--- src/rtl/gpio_chg_pkg.sv ---
package gpio_chg_pkg;

    typedef enum logic [1:0] {
        REG_PORT = 2'd0,
        REG_DIR  = 2'd1,
        REG_OPT  = 2'd2,
        REG_IRQ  = 2'd3
    } reg_sel_e;

    typedef enum logic {
        FLAG_IDLE   = 1'b0,
        FLAG_RAISED = 1'b1
    } flag_state_e;

endpackage

--- src/rtl/gpio_chg_sync.sv ---
module gpio_chg_sync #(
    parameter int W      = 8,
    parameter int STAGES = 2
) (
    input  logic         clk,
    input  logic         rst_n,
    input  logic [W-1:0] d,
    output logic [W-1:0] q
);
    for (genvar b = 0; b < W; b++) begin : g_bit
        logic [STAGES-1:0] chain;
        always_ff @(posedge clk or negedge rst_n) begin
            if (!rst_n) chain <= '0;
            else        chain <= {chain[STAGES-2:0], d[b]};
        end
        assign q[b] = chain[STAGES-1];
    end
endmodule

--- src/rtl/gpio_chg_detect.sv ---
module gpio_chg_detect #(
    parameter int W      = 8,
    parameter int CHG_LO = 4,
    localparam int CHG_W = W - CHG_LO
) (
    input  logic             clk,
    input  logic             rst_n,
    input  logic             rearm,
    input  logic [CHG_W-1:0] lvl,
    input  logic [CHG_W-1:0] is_in,
    output logic [CHG_W-1:0] cmp_q,
    output logic             chg_any
);
    logic [CHG_W-1:0] diff;

    always_ff @(posedge clk or negedge rst_n) begin
        if (!rst_n)     cmp_q <= '0;
        else if (rearm) cmp_q <= lvl;
    end

    for (genvar b = 0; b < CHG_W; b++) begin : g_cmp
        assign diff[b] = is_in[b] & (lvl[b] ^ cmp_q[b]);
    end

    assign chg_any = |diff;
endmodule

--- src/rtl/gpio_chg_flag.sv ---
module gpio_chg_flag
    import gpio_chg_pkg::*;
(
    input  logic clk,
    input  logic rst_n,
    input  logic set_req,
    input  logic clr_req,
    output logic flag
);
    flag_state_e state_q, state_d;

    always_ff @(posedge clk or negedge rst_n) begin
        if (!rst_n) state_q <= FLAG_IDLE;
        else        state_q <= state_d;
    end

    always_comb begin
        state_d = state_q;
        unique case (state_q)
            FLAG_IDLE:   if (set_req) state_d = FLAG_RAISED;
            FLAG_RAISED: if (clr_req && !set_req) state_d = FLAG_IDLE;
            default:     state_d = FLAG_IDLE;
        endcase
    end

    always_comb begin
        flag = (state_q == FLAG_RAISED);
    end
endmodule

--- src/rtl/gpio_chg_port.sv ---
module gpio_chg_port
    import gpio_chg_pkg::*;
#(
    parameter int W           = 8,
    parameter int CHG_LO      = 4,
    parameter int SYNC_STAGES = 2,
    parameter int PU_BIT      = 7,
    localparam int CHG_W      = W - CHG_LO
) (
    input  logic         clk,
    input  logic         rst_n,
    input  logic [1:0]   addr,
    input  logic         wr_en,
    input  logic         rd_en,
    input  logic [W-1:0] wdata,
    output logic [W-1:0] rdata,
    input  logic [W-1:0] pin_in,
    output logic [W-1:0] pin_out,
    output logic [W-1:0] pin_oe,
    output logic [W-1:0] pin_pu,
    output logic         irq_flag,
    output logic         wake_req
);
    logic [W-1:0]     out_q, dir_q, opt_q, sync_q;
    logic [CHG_W-1:0] cmp_q;
    logic             chg_any, port_acc, clr_req;
    reg_sel_e         sel;

    assign sel      = reg_sel_e'(addr);
    assign port_acc = (wr_en || rd_en) && (sel == REG_PORT);
    assign clr_req  = wr_en && (sel == REG_IRQ) && !wdata[0];

    always_ff @(posedge clk or negedge rst_n) begin
        if (!rst_n) begin
            out_q <= '0;
            dir_q <= '1;
            opt_q <= W'(1) << PU_BIT;
        end else if (wr_en) begin
            unique case (sel)
                REG_PORT: out_q <= wdata;
                REG_DIR:  dir_q <= wdata;
                REG_OPT:  opt_q <= wdata;
                REG_IRQ:  ;
                default:  ;
            endcase
        end
    end

    gpio_chg_sync #(.W(W), .STAGES(SYNC_STAGES)) u_sync (
        .clk(clk), .rst_n(rst_n), .d(pin_in), .q(sync_q)
    );

    gpio_chg_detect #(.W(W), .CHG_LO(CHG_LO)) u_det (
        .clk(clk), .rst_n(rst_n), .rearm(port_acc),
        .lvl(sync_q[W-1:CHG_LO]), .is_in(dir_q[W-1:CHG_LO]),
        .cmp_q(cmp_q), .chg_any(chg_any)
    );

    gpio_chg_flag u_flag (
        .clk(clk), .rst_n(rst_n), .set_req(chg_any),
        .clr_req(clr_req), .flag(irq_flag)
    );

    always_comb begin
        unique case (sel)
            REG_PORT: rdata = (sync_q & dir_q) | (out_q & ~dir_q);
            REG_DIR:  rdata = dir_q;
            REG_OPT:  rdata = opt_q;
            REG_IRQ:  rdata = {{(W-1){1'b0}}, irq_flag};
            default:  rdata = '0;
        endcase
    end

    assign pin_out  = out_q;
    assign pin_oe   = ~dir_q;
    assign pin_pu   = opt_q[PU_BIT] ? '0 : dir_q;
    assign wake_req = irq_flag;
endmodule

--- config.mk ---
export PLATFORM = sky130hd
export DESIGN_NAME = gpio_chg_port
export DESIGN_NICKNAME = d
export VERILOG_FILES = /design/src/rtl/gpio_chg_pkg.sv /design/src/rtl/gpio_chg_sync.sv /design/src/rtl/gpio_chg_detect.sv /design/src/rtl/gpio_chg_flag.sv /design/src/rtl/gpio_chg_port.sv
export SDC_FILE = /design/constraint.sdc
export NUM_CORES = 1
export LEC_CHECK = 0
export BUFFER_PORTS_ARGS = -buffer_cell sky130_fd_sc_hd__buf_2
export CORE_MARGIN = 2
export CORE_UTILIZATION = 54
export DETAILED_ROUTE_END_ITERATION = 8
export GPL_ROUTABILITY_DRIVEN = 1
export GPL_TIMING_DRIVEN = 0
export PLACE_DENSITY = 0.87
export SLEW_MARGIN = 30
export SYNTH_ARGS = -nofsm -noshare
export SYNTH_HDL_FRONTEND = slang
export SYNTH_SLANG_ARGS = --single-unit
--- constraint.sdc ---
create_clock -name clk -period 3.07 [get_ports clk]
set_input_delay 0.614 -clock clk [delete_from_list [all_inputs] [get_ports clk]]
set_output_delay 0.614 -clock clk [all_outputs]
set_load 0.01 [all_outputs]
# ---- Yosys cells after proc, flatten, opt, wreduce, memory -nomap -nowiden
# Cells that the tools add are included.
# W data, S select, Z words.
dict set report totals {
  romBits 0
  latch_bits 0
  memories 0
  register_bits 45
  out_inout_bits 34
  mem_bits_rw 0
}
dict set report classes {
  bitwise_logic 13
  div_mod_pow 0
  n_eq_ne 3
  n_reduce_logical 12
  mul 0
  n_mux 5
  shifts 0
  n_lt_le_gt_ge 0
  addsub 0
}
# op n
set ops {}
lappend ops {{$pmux W8 S4} 1}
lappend ops {{$and A8 B8 Y8} 2}
lappend ops {{$mux W8} 1}
lappend ops {{$not A8 Y8} 1}
lappend ops {{$or A8 B8 Y8} 1}
lappend ops {{$reduce_and A2 Y1} 3}
lappend ops {{$and A1 B1 Y1} 4}
lappend ops {{$eq A2 B2 Y1 const B} 2}
lappend ops {{$logic_and A1 B1 Y1} 4}
lappend ops {{$reduce_or A4 Y1} 1}
lappend ops {{$xor A1 B1 Y1} 4}
lappend ops {{$eq A2 B1 Y1 const B} 1}
lappend ops {{$logic_not A1 Y1} 2}
lappend ops {{$logic_not A2 Y1} 1}
lappend ops {{$mux W1} 2}
lappend ops {{$pmux W1 S2} 1}
lappend ops {{$logic_or A1 B1 Y1} 1}
lappend ops {{$not A1 Y1} 1}

# ---- Longest topological paths before layout
# Gate-level depths: netlist of the first run.
dict set report logic_depth {
  depth_word 7
  depth_mapped 5
  ltp_nobuf 3
}

# ---- By module
# Synthesis of the first run repeated with hierarchy kept, for this count alone.
dict set report unflattened {
  cells_unflattened 151
  area_unflattened_um2 1955.6
}
# mod seq_area_each_um2 area_each_um2 instances cells_each
set by_module_without_submodules {}
lappend by_module_without_submodules {gpio_chg_port 611.8 1260.0 1 109}
lappend by_module_without_submodules {gpio_chg_sync 400.4 460.4 1 24}
lappend by_module_without_submodules {gpio_chg_detect 100.1 198.9 1 15}
lappend by_module_without_submodules {gpio_chg_flag 25.0 36.3 1 3}

# ---- Worst setup path before layout of the first run
# Ideal clock, no wire load.
dict set report synth_path {
  path_type {in2out}
  from {input port addr[1]}
  to {output port rdata[1]}
  required_time_ns 2.456
  path_buffers 2
  arrival_time_ns 1.446
  path_stages 5
  setup_slack_ns 1.010
  path_cell_list {buf_4 buf_2 nor3b_1 a21oi_1 o21ai_0}
}
dict set report synth_via {
  elab_chain_len 2
}
# item line_no
set synth_lines {}
lappend synth_lines {{start, declared} gpio_chg_port.sv:12} ;# input logic [1:0] addr,
lappend synth_lines {{$eq A2 B2 Y1, or another cell as far along} gpio_chg_port.sv:65} ;# unique case (sel)
lappend synth_lines {{$pmux W8 S4 *} gpio_chg_port.sv:65}
lappend synth_lines {{end, declared} gpio_chg_port.sv:16} ;# output logic [W-1:0] rdata,
# Mark *: on every way between the ends. The rest lies on a longest branch, timed or not.

# ---- Worst setup path in the final report of the first run
dict set report layout_path {
  from {register opt_q[7]}
  to {output port rdata[7]}
}
dict set report layout_via {
  elab_chain_len 1
}
# item line_no
set layout_lines {}
lappend layout_lines {{start, declared} gpio_chg_port.sv:24} ;# logic [W-1:0] out_q, dir_q, opt_q, sync_q;
lappend layout_lines {{start signal, assigned} gpio_chg_port.sv:37} ;# opt_q <= W'(1) << PU_BIT;
lappend layout_lines {{start signal, assigned} gpio_chg_port.sv:42} ;# REG_OPT: opt_q <= wdata;
lappend layout_lines {{$pmux W8 S4} gpio_chg_port.sv:65}
# No other way between the ends.

==> impl_metrics.env, run 1 <==
export IMPL_outcome="finished clean"
export IMPL_totalPowerFinal_mw=1.46
export IMPL_grt_max_degree=46
export IMPL_fillers=267
export IMPL_track_usage_pct=22.7
export IMPL_clk_pin_slew_ps=120
export IMPL_grt_overflow_total=0
export IMPL_wl_per_cell_um=16.4
export IMPL_synth_compound_gate_area_share_pct=8.50
export IMPL_comb_power_share_pct=22.9
export IMPL_coreArea_mm2=0.00334
export IMPL_slew_viol_final=0
export IMPL_p_int_mw=1.05
export IMPL_finalHoldViolations=0
export IMPL_ys_warn_count=0
export IMPL_rows=21
export IMPL_swShare_pct=28.3
export IMPL_cp_max_fo=10
export IMPL_post_cts_setup_buffer_count=0
export IMPL_final_setup_viol_count=0
export IMPL_crit_path_start="opt_q[7]"
export IMPL_synth_mux_area_share_pct=17.3
export IMPL_worst_setup_path_end_kind="primary output"
export IMPL_synth_most_common_cell="dfrtp_1"
export IMPL_synth_top_cell_by_area="dfrtp_1"
export IMPL_syn_area_mm2=0.00188
export IMPL_cts_resized=0
export IMPL_slowest_delay_ps=530
export IMPL_synth_common_cells="dfrtp_1 (36), mux2_2 (28), nor2_1 (10)"
export IMPL_htree_levels=2
export IMPL_synth_area_leaders="dfrtp_1 (48%), mux2_2 (17%), dfstp_2 (13%), nor3b_1 (2.8%), o211ai_1 (2.8%)"
export IMPL_wirelength_mm=4.10
export IMPL_synth_top_family_by_area="multiplexers"
export IMPL_synthAdderAreaFrac_pct=0
export IMPL_fin_cells=250
export IMPL_diodes=0
export IMPL_fin_crit_sh_pct=79.2
export IMPL_ant_nets=0
export IMPL_syn_to_final_growth_pct=22.0
export IMPL_arrival_ps=1820
export IMPL_drc=0
export IMPL_min_delay_path_class="input port to asynchronous set/reset pin"
export IMPL_clock_sinks=45
export IMPL_slew_headroom_pct=64.0
export IMPL_synthCells=142
export IMPL_dp_cells=242
export IMPL_gp_congestion=0.826
export IMPL_synth_simple_area_share_pct=8.30
export IMPL_viasPerCell=5.42
export IMPL_drv_cap=0
export IMPL_p_seq_share_pct=51.5
export IMPL_clk_latency_ps=360
export IMPL_layout_drive_gt1_share_pct=52.0
export IMPL_dieArea_mm2=0.00398
export IMPL_path_buf_inv=2
export IMPL_root_buffer="clkbuf_4"
export IMPL_grt_pass1_vias=1423
export IMPL_p_clk_share_pct=25.7
export IMPL_finClkSkew_ps=3.74
export IMPL_crit_chain="clkbuf_1 -> a21oi_1 -> o21ai_0 -> buf_2"
export IMPL_yosysSeqAreaShare_pct=60.4
export IMPL_die_h_um=63.1
export IMPL_drtIter0Drc=52
export IMPL_grt_setup_unrepaired="false"
export IMPL_route_vias_total=1354
export IMPL_worstSetupPathType="register to primary output"
export IMPL_cts_inserted_buffers=5
export IMPL_synth_edf_count=0
export IMPL_fmax_mhz=411
export IMPL_cpMaxStageDelayCell="dfstp_2"
export IMPL_cts_tree="done"
export IMPL_seq_area_mm2=0.00114
export IMPL_ioPinCount=56
export IMPL_synth_xor_area_share_pct=1.86
export IMPL_dp_hpwl_mm=2.96
export IMPL_synth_seq_cells=45
export IMPL_p_sw_uw=413
export IMPL_p_leak_nw=1.06
export IMPL_cts_buffer_depth=2
export IMPL_power_density_mw_per_mm2=635
export IMPL_numPortBuffers=54
export IMPL_grt_pass1_wl_mm=6.76
export IMPL_rr_endpoint="opt_q[7]"
export IMPL_utilization_pct=68.9
export IMPL_multiInputGateArea_um2=677
export IMPL_synth_flop_cell="dfrtp_1"
export IMPL_antenna_found_initial=0
export IMPL_ys_types=24
export IMPL_synth_nets=164
export IMPL_async_flop_share_pct=100
export IMPL_dr_pass1_iters=4
export IMPL_final_nets=225
export IMPL_rr_worst_depth=2
export IMPL_tns_ps=0
export IMPL_startpoint_type="register"
export IMPL_tightestPinTransition_ps=539
export IMPL_r2r_start="opt_q[7]"
export IMPL_r2r_slack_ps=1840
export IMPL_peakVddDrop_mv=0.376
export IMPL_start_util_pct=56.5
export IMPL_cts_hold_buffers=0
export IMPL_die_w_um=63.1
export IMPL_crit_family="buffers and inverters"
export IMPL_post_synth_cell_area_avg_um2=13.3
export IMPL_yosysTopAreaCellShare_pct=47.8
export IMPL_min_period_ps=2430
export IMPL_required_ps=2460
==> power by group through the flow <==
| stage | combinational, mW | sequential, mW | clock, mW |
|---|---|---|---|
| floorplan | 0.188 | 0.755 | 0 |
| global placement | 0.321 | 0.753 | 0 |
| detailed placement | 0.335 | 0.763 | 0 |
| CTS | 0.336 | 0.751 | 0.382 |
| global route | 0.365 | 0.764 | 0.402 |
| finish | 0.334 | 0.751 | 0.375 |
==> cells by family (layout without fill, tap and decap cells) <==
| kind of cell | count (synthesis) | count (layout) |
|---|---|---|
| muxes | 29 | 29 |
| AOI/OAI and AO/OA | 26 | 26 |
| and+or+nand+nor | 23 | 23 |
| xor gates and xnor gates | 4 | 4 |
| DFF | 45 | 45 |
| buffers and inverters | 15 | 77 |
==> registers in the layout, summed over array words and instances, names as in the netlist <==
signal,flops
u_sync.g_bit.chain,16
dir_q,8
opt_q,8
pin_out,8
u_det.cmp_q,4
u_flag.flag,1
==> stage by stage <==
step	hold WS (ps)	cell area, µm²	setup WS (ps)
finish	209	2300	639
global route	249	2300	537
floorplan	318	1880	1010
CTS	333	2300	626
global placement	333	2210	879
detailed placement	338	2210	794
==> cell usage in the layout (no fill, tap or decap), types with 2 or more instances in the layout <==
cell type,Yosys,layout
buf_2,2,55
dfrtp_1,36,36
mux2_2,28,28
nor2_1,10,10
o21ai_0,9,9
dfstp_2,9,9
inv_1,8,8
o211ai_1,7,7
nor3b_1,7,7
a21oi_1,6,6
clkbuf_4,0,5
buf_4,3,4
xor2_1,4,4
a22oi_1,2,2
clkbuf_1,1,2
==> per-layer routing <==
layer / vias to the layer above / GRT usage [%] / part of all wire [%]
li1: 622 / - / -
met1: 680 / 27.4 / 41
met2: 41 / 37.8 / 51
met3: 11 / 4.64 / 4.7
met4: 0 / 12.8 / 3.0
met5: - / 0 / 0
==> area by class of cell <==
class / count / area share, %
Sequential cell: 45 / 49.5
Buffer: 6 / 1.58
Timing Repair Buffer: 54 / 11.9
Tap cell: 46 / 2.50
Multi-Input combinational cell: 82 / 29.4
Inverter: 9 / 1.47
Clock inverter: 1 / 1.31
Clock buffer: 7 / 2.39
==> worst max path at each step <==
| stage | to | depth (start not counted) |
|---|---|---|
| 2_1_floorplan | rdata[1] | 5 |
| 3_5_place_dp | rdata[1] | 5 |
| 3_3_place_gp | rdata[4] | 5 |
| 5_1_grt | rdata[7] | 4 |
| 4_1_cts | rdata[7] | 4 |
| 6_report | rdata[7] | 4 |
No activity file was read; power rests on OpenSTA's default activity.
==> run 2, diff against run 1 <==
Settings changed: CORE_UTILIZATION 54 to 50, PLACE_DENSITY 0.87 to 0.82.
Clock period 3.07 ns to 2.3 ns, I/O delays scaled along.
==> impl_metrics.env, run 2 (same netlist as run 1, synthesis figures left out) <==
export IMPL_path_buf_inv=2
export IMPL_regMostFlops="u_sync.g_bit.chain"
export IMPL_met1_usage_pct=26.7
export IMPL_finalHoldViolations=0
export IMPL_busiest_layer="met2"
export IMPL_fillers=306
export IMPL_fmax_mhz=467
export IMPL_place_area_mm2=0.00227
export IMPL_grt_max_degree=19
export IMPL_swShare_pct=28.5
export IMPL_route_vias_total=1349
export IMPL_outcome="finished clean"
export IMPL_viasPerCell=5.31
export IMPL_start_util_pct=51.9
export IMPL_grt_overflow_total=0
export IMPL_cp_max_fo=10
export IMPL_tightestPinTransition_ps=558
export IMPL_finClkSkew_ps=4.67
export IMPL_cts_buffer_depth=2
export IMPL_multiInputGateArea_um2=677
export IMPL_drv_cap=0
export IMPL_diodes=0
export IMPL_numPortBuffers=54
export IMPL_r2r_slack_ps=1030
export IMPL_worstSetupPathType="register to primary output"
export IMPL_fin_area_mm2=0.00235
export IMPL_final_setup_viol_count=0
export IMPL_crit_chain="clkbuf_1 -> a21oi_1 -> o21ai_0 -> buf_2"
export IMPL_grt_setup_unrepaired="false"
export IMPL_p_clk_share_pct=23.9
export IMPL_coreArea_mm2=0.00363
export IMPL_layout_commonest_cell="buf_2"
export IMPL_htree_levels=2
export IMPL_cts_resized=0
export IMPL_min_period_ps=2140
export IMPL_met3_usage_pct=5.31
export IMPL_min_delay_path_class="input port to asynchronous set/reset pin"
export IMPL_clk_pin_slew_ps=70
export IMPL_rr_worst_depth=2
export IMPL_track_usage_pct=19.9
export IMPL_root_buffer="clkbuf_8"
export IMPL_dp_hpwl_mm=2.81
export IMPL_timing_hold_ws_ps=62.5
export IMPL_gp_congestion=0.755
export IMPL_tns_ps=0
export IMPL_fin_crit_sh_pct=93.1
export IMPL_grtUsageMet2_pct=31.3
export IMPL_slew_viol_final=0
export IMPL_peakVddDrop_mv=0.450
export IMPL_cts_hold_buffers=0
export IMPL_p_seq_share_pct=52.6
export IMPL_die_w_um=65.4
export IMPL_arrival_ps=1680
export IMPL_startpoint_type="register"
export IMPL_ioPinCount=56
export IMPL_slowest_delay_ps=520
export IMPL_slew_headroom_pct=62.8
export IMPL_crit_family="buffers and inverters"
export IMPL_dr_pass1_iters=4
export IMPL_dieArea_mm2=0.00428
export IMPL_worst_path_stages=4
export IMPL_grt_pass1_wl_mm=6.19
export IMPL_worst_setup_path_end_kind="primary output"
export IMPL_cpMaxStageDelayCell="dfstp_2"
export IMPL_wirelength_mm=3.85
export IMPL_drtIter0Drc=49
export IMPL_clk_latency_ps=290
export IMPL_power_density_mw_per_mm2=811
export IMPL_comb_power_share_pct=23.5
export IMPL_layout_drive_gt1_share_pct=51.5
export IMPL_seq_area_mm2=0.00114
export IMPL_wl_per_cell_um=15.1
export IMPL_clock_sinks=45
export IMPL_rr_endpoint="opt_q[7]"
export IMPL_drc=0
export IMPL_rows=22
export IMPL_die_h_um=65.4
export IMPL_cts_inserted_buffers=5
export IMPL_syn_to_final_growth_pct=24.7
export IMPL_p_int_mw=1.36
export IMPL_cts_tree="done"
export IMPL_final_cell_mix="buf_2 (56), dfrtp_1 (36), mux2_2 (28)"
export IMPL_final_nets=227
export IMPL_largest_reg_flops=16
export IMPL_r2r_start="opt_q[7]"
export IMPL_post_cts_setup_buffer_count=0
export IMPL_ant_nets=0
export IMPL_antenna_found_initial=0
export IMPL_grt_pass1_vias=1216
export IMPL_p_leak_nw=1.08
export IMPL_required_ps=1840
export IMPL_p_sw_uw=543
run 2: area by class of cell:
cell class | count | area share, %
Multi-Input combinational cell | 82 | 28.8
Sequential cell | 45 | 48.4
Inverter | 9 | 1.44
Buffer | 6 | 1.54
Timing Repair Buffer | 56 | 13.8
Tap cell | 48 | 2.56
Clock buffer | 8 | 3.41
run 2: worst max-delay path by stage:
stage                     endpoint  slack, ps  startpoint
after floorplan           rdata[1]        550     addr[1]
final                     rdata[7]        160    opt_q[7]
after CTS                 rdata[7]        150    opt_q[7]
after detailed placement  rdata[0]        410     addr[1]
after global routing      rdata[7]         50    opt_q[7]
after global placement    rdata[7]        410     addr[1]
run 2: routing by layer:
metal  vias to the layer above  wire (µm)
met3                         4        200
met4                         0         44
met5                         -          0
met2                        40       1900
li1                        629          -
met1                       676       1710
run 2: power groups by stage:
stage          Sequential [mW]  Combinational [mW]  Clock, mW
2_1_floorplan             1.01               0.251          0
3_3_place_gp              1.01               0.427          0
3_5_place_dp              1.02               0.452          0
4_1_cts                   1.00               0.454      0.465
5_1_grt                   1.02               0.490      0.506
6_report                  1.00               0.447      0.456
run 2: per-stage QoR:
stage	power, mW	instances	setup WS [ps]	util [%]
floorplan	1.26	142	548	-
global placement	1.44	244	410	61.0
detailed placement	1.47	246	407	62.5
CTS	1.92	254	148	64.7
global route	2.02	254	54.9	64.7
finish	1.91	254	159	64.7
run 2: worst register-to-register path, cell delays in order (launching register included):
cell and delay [ps]:
dfstp_2 520, clkbuf_1 430, mux2_2 260
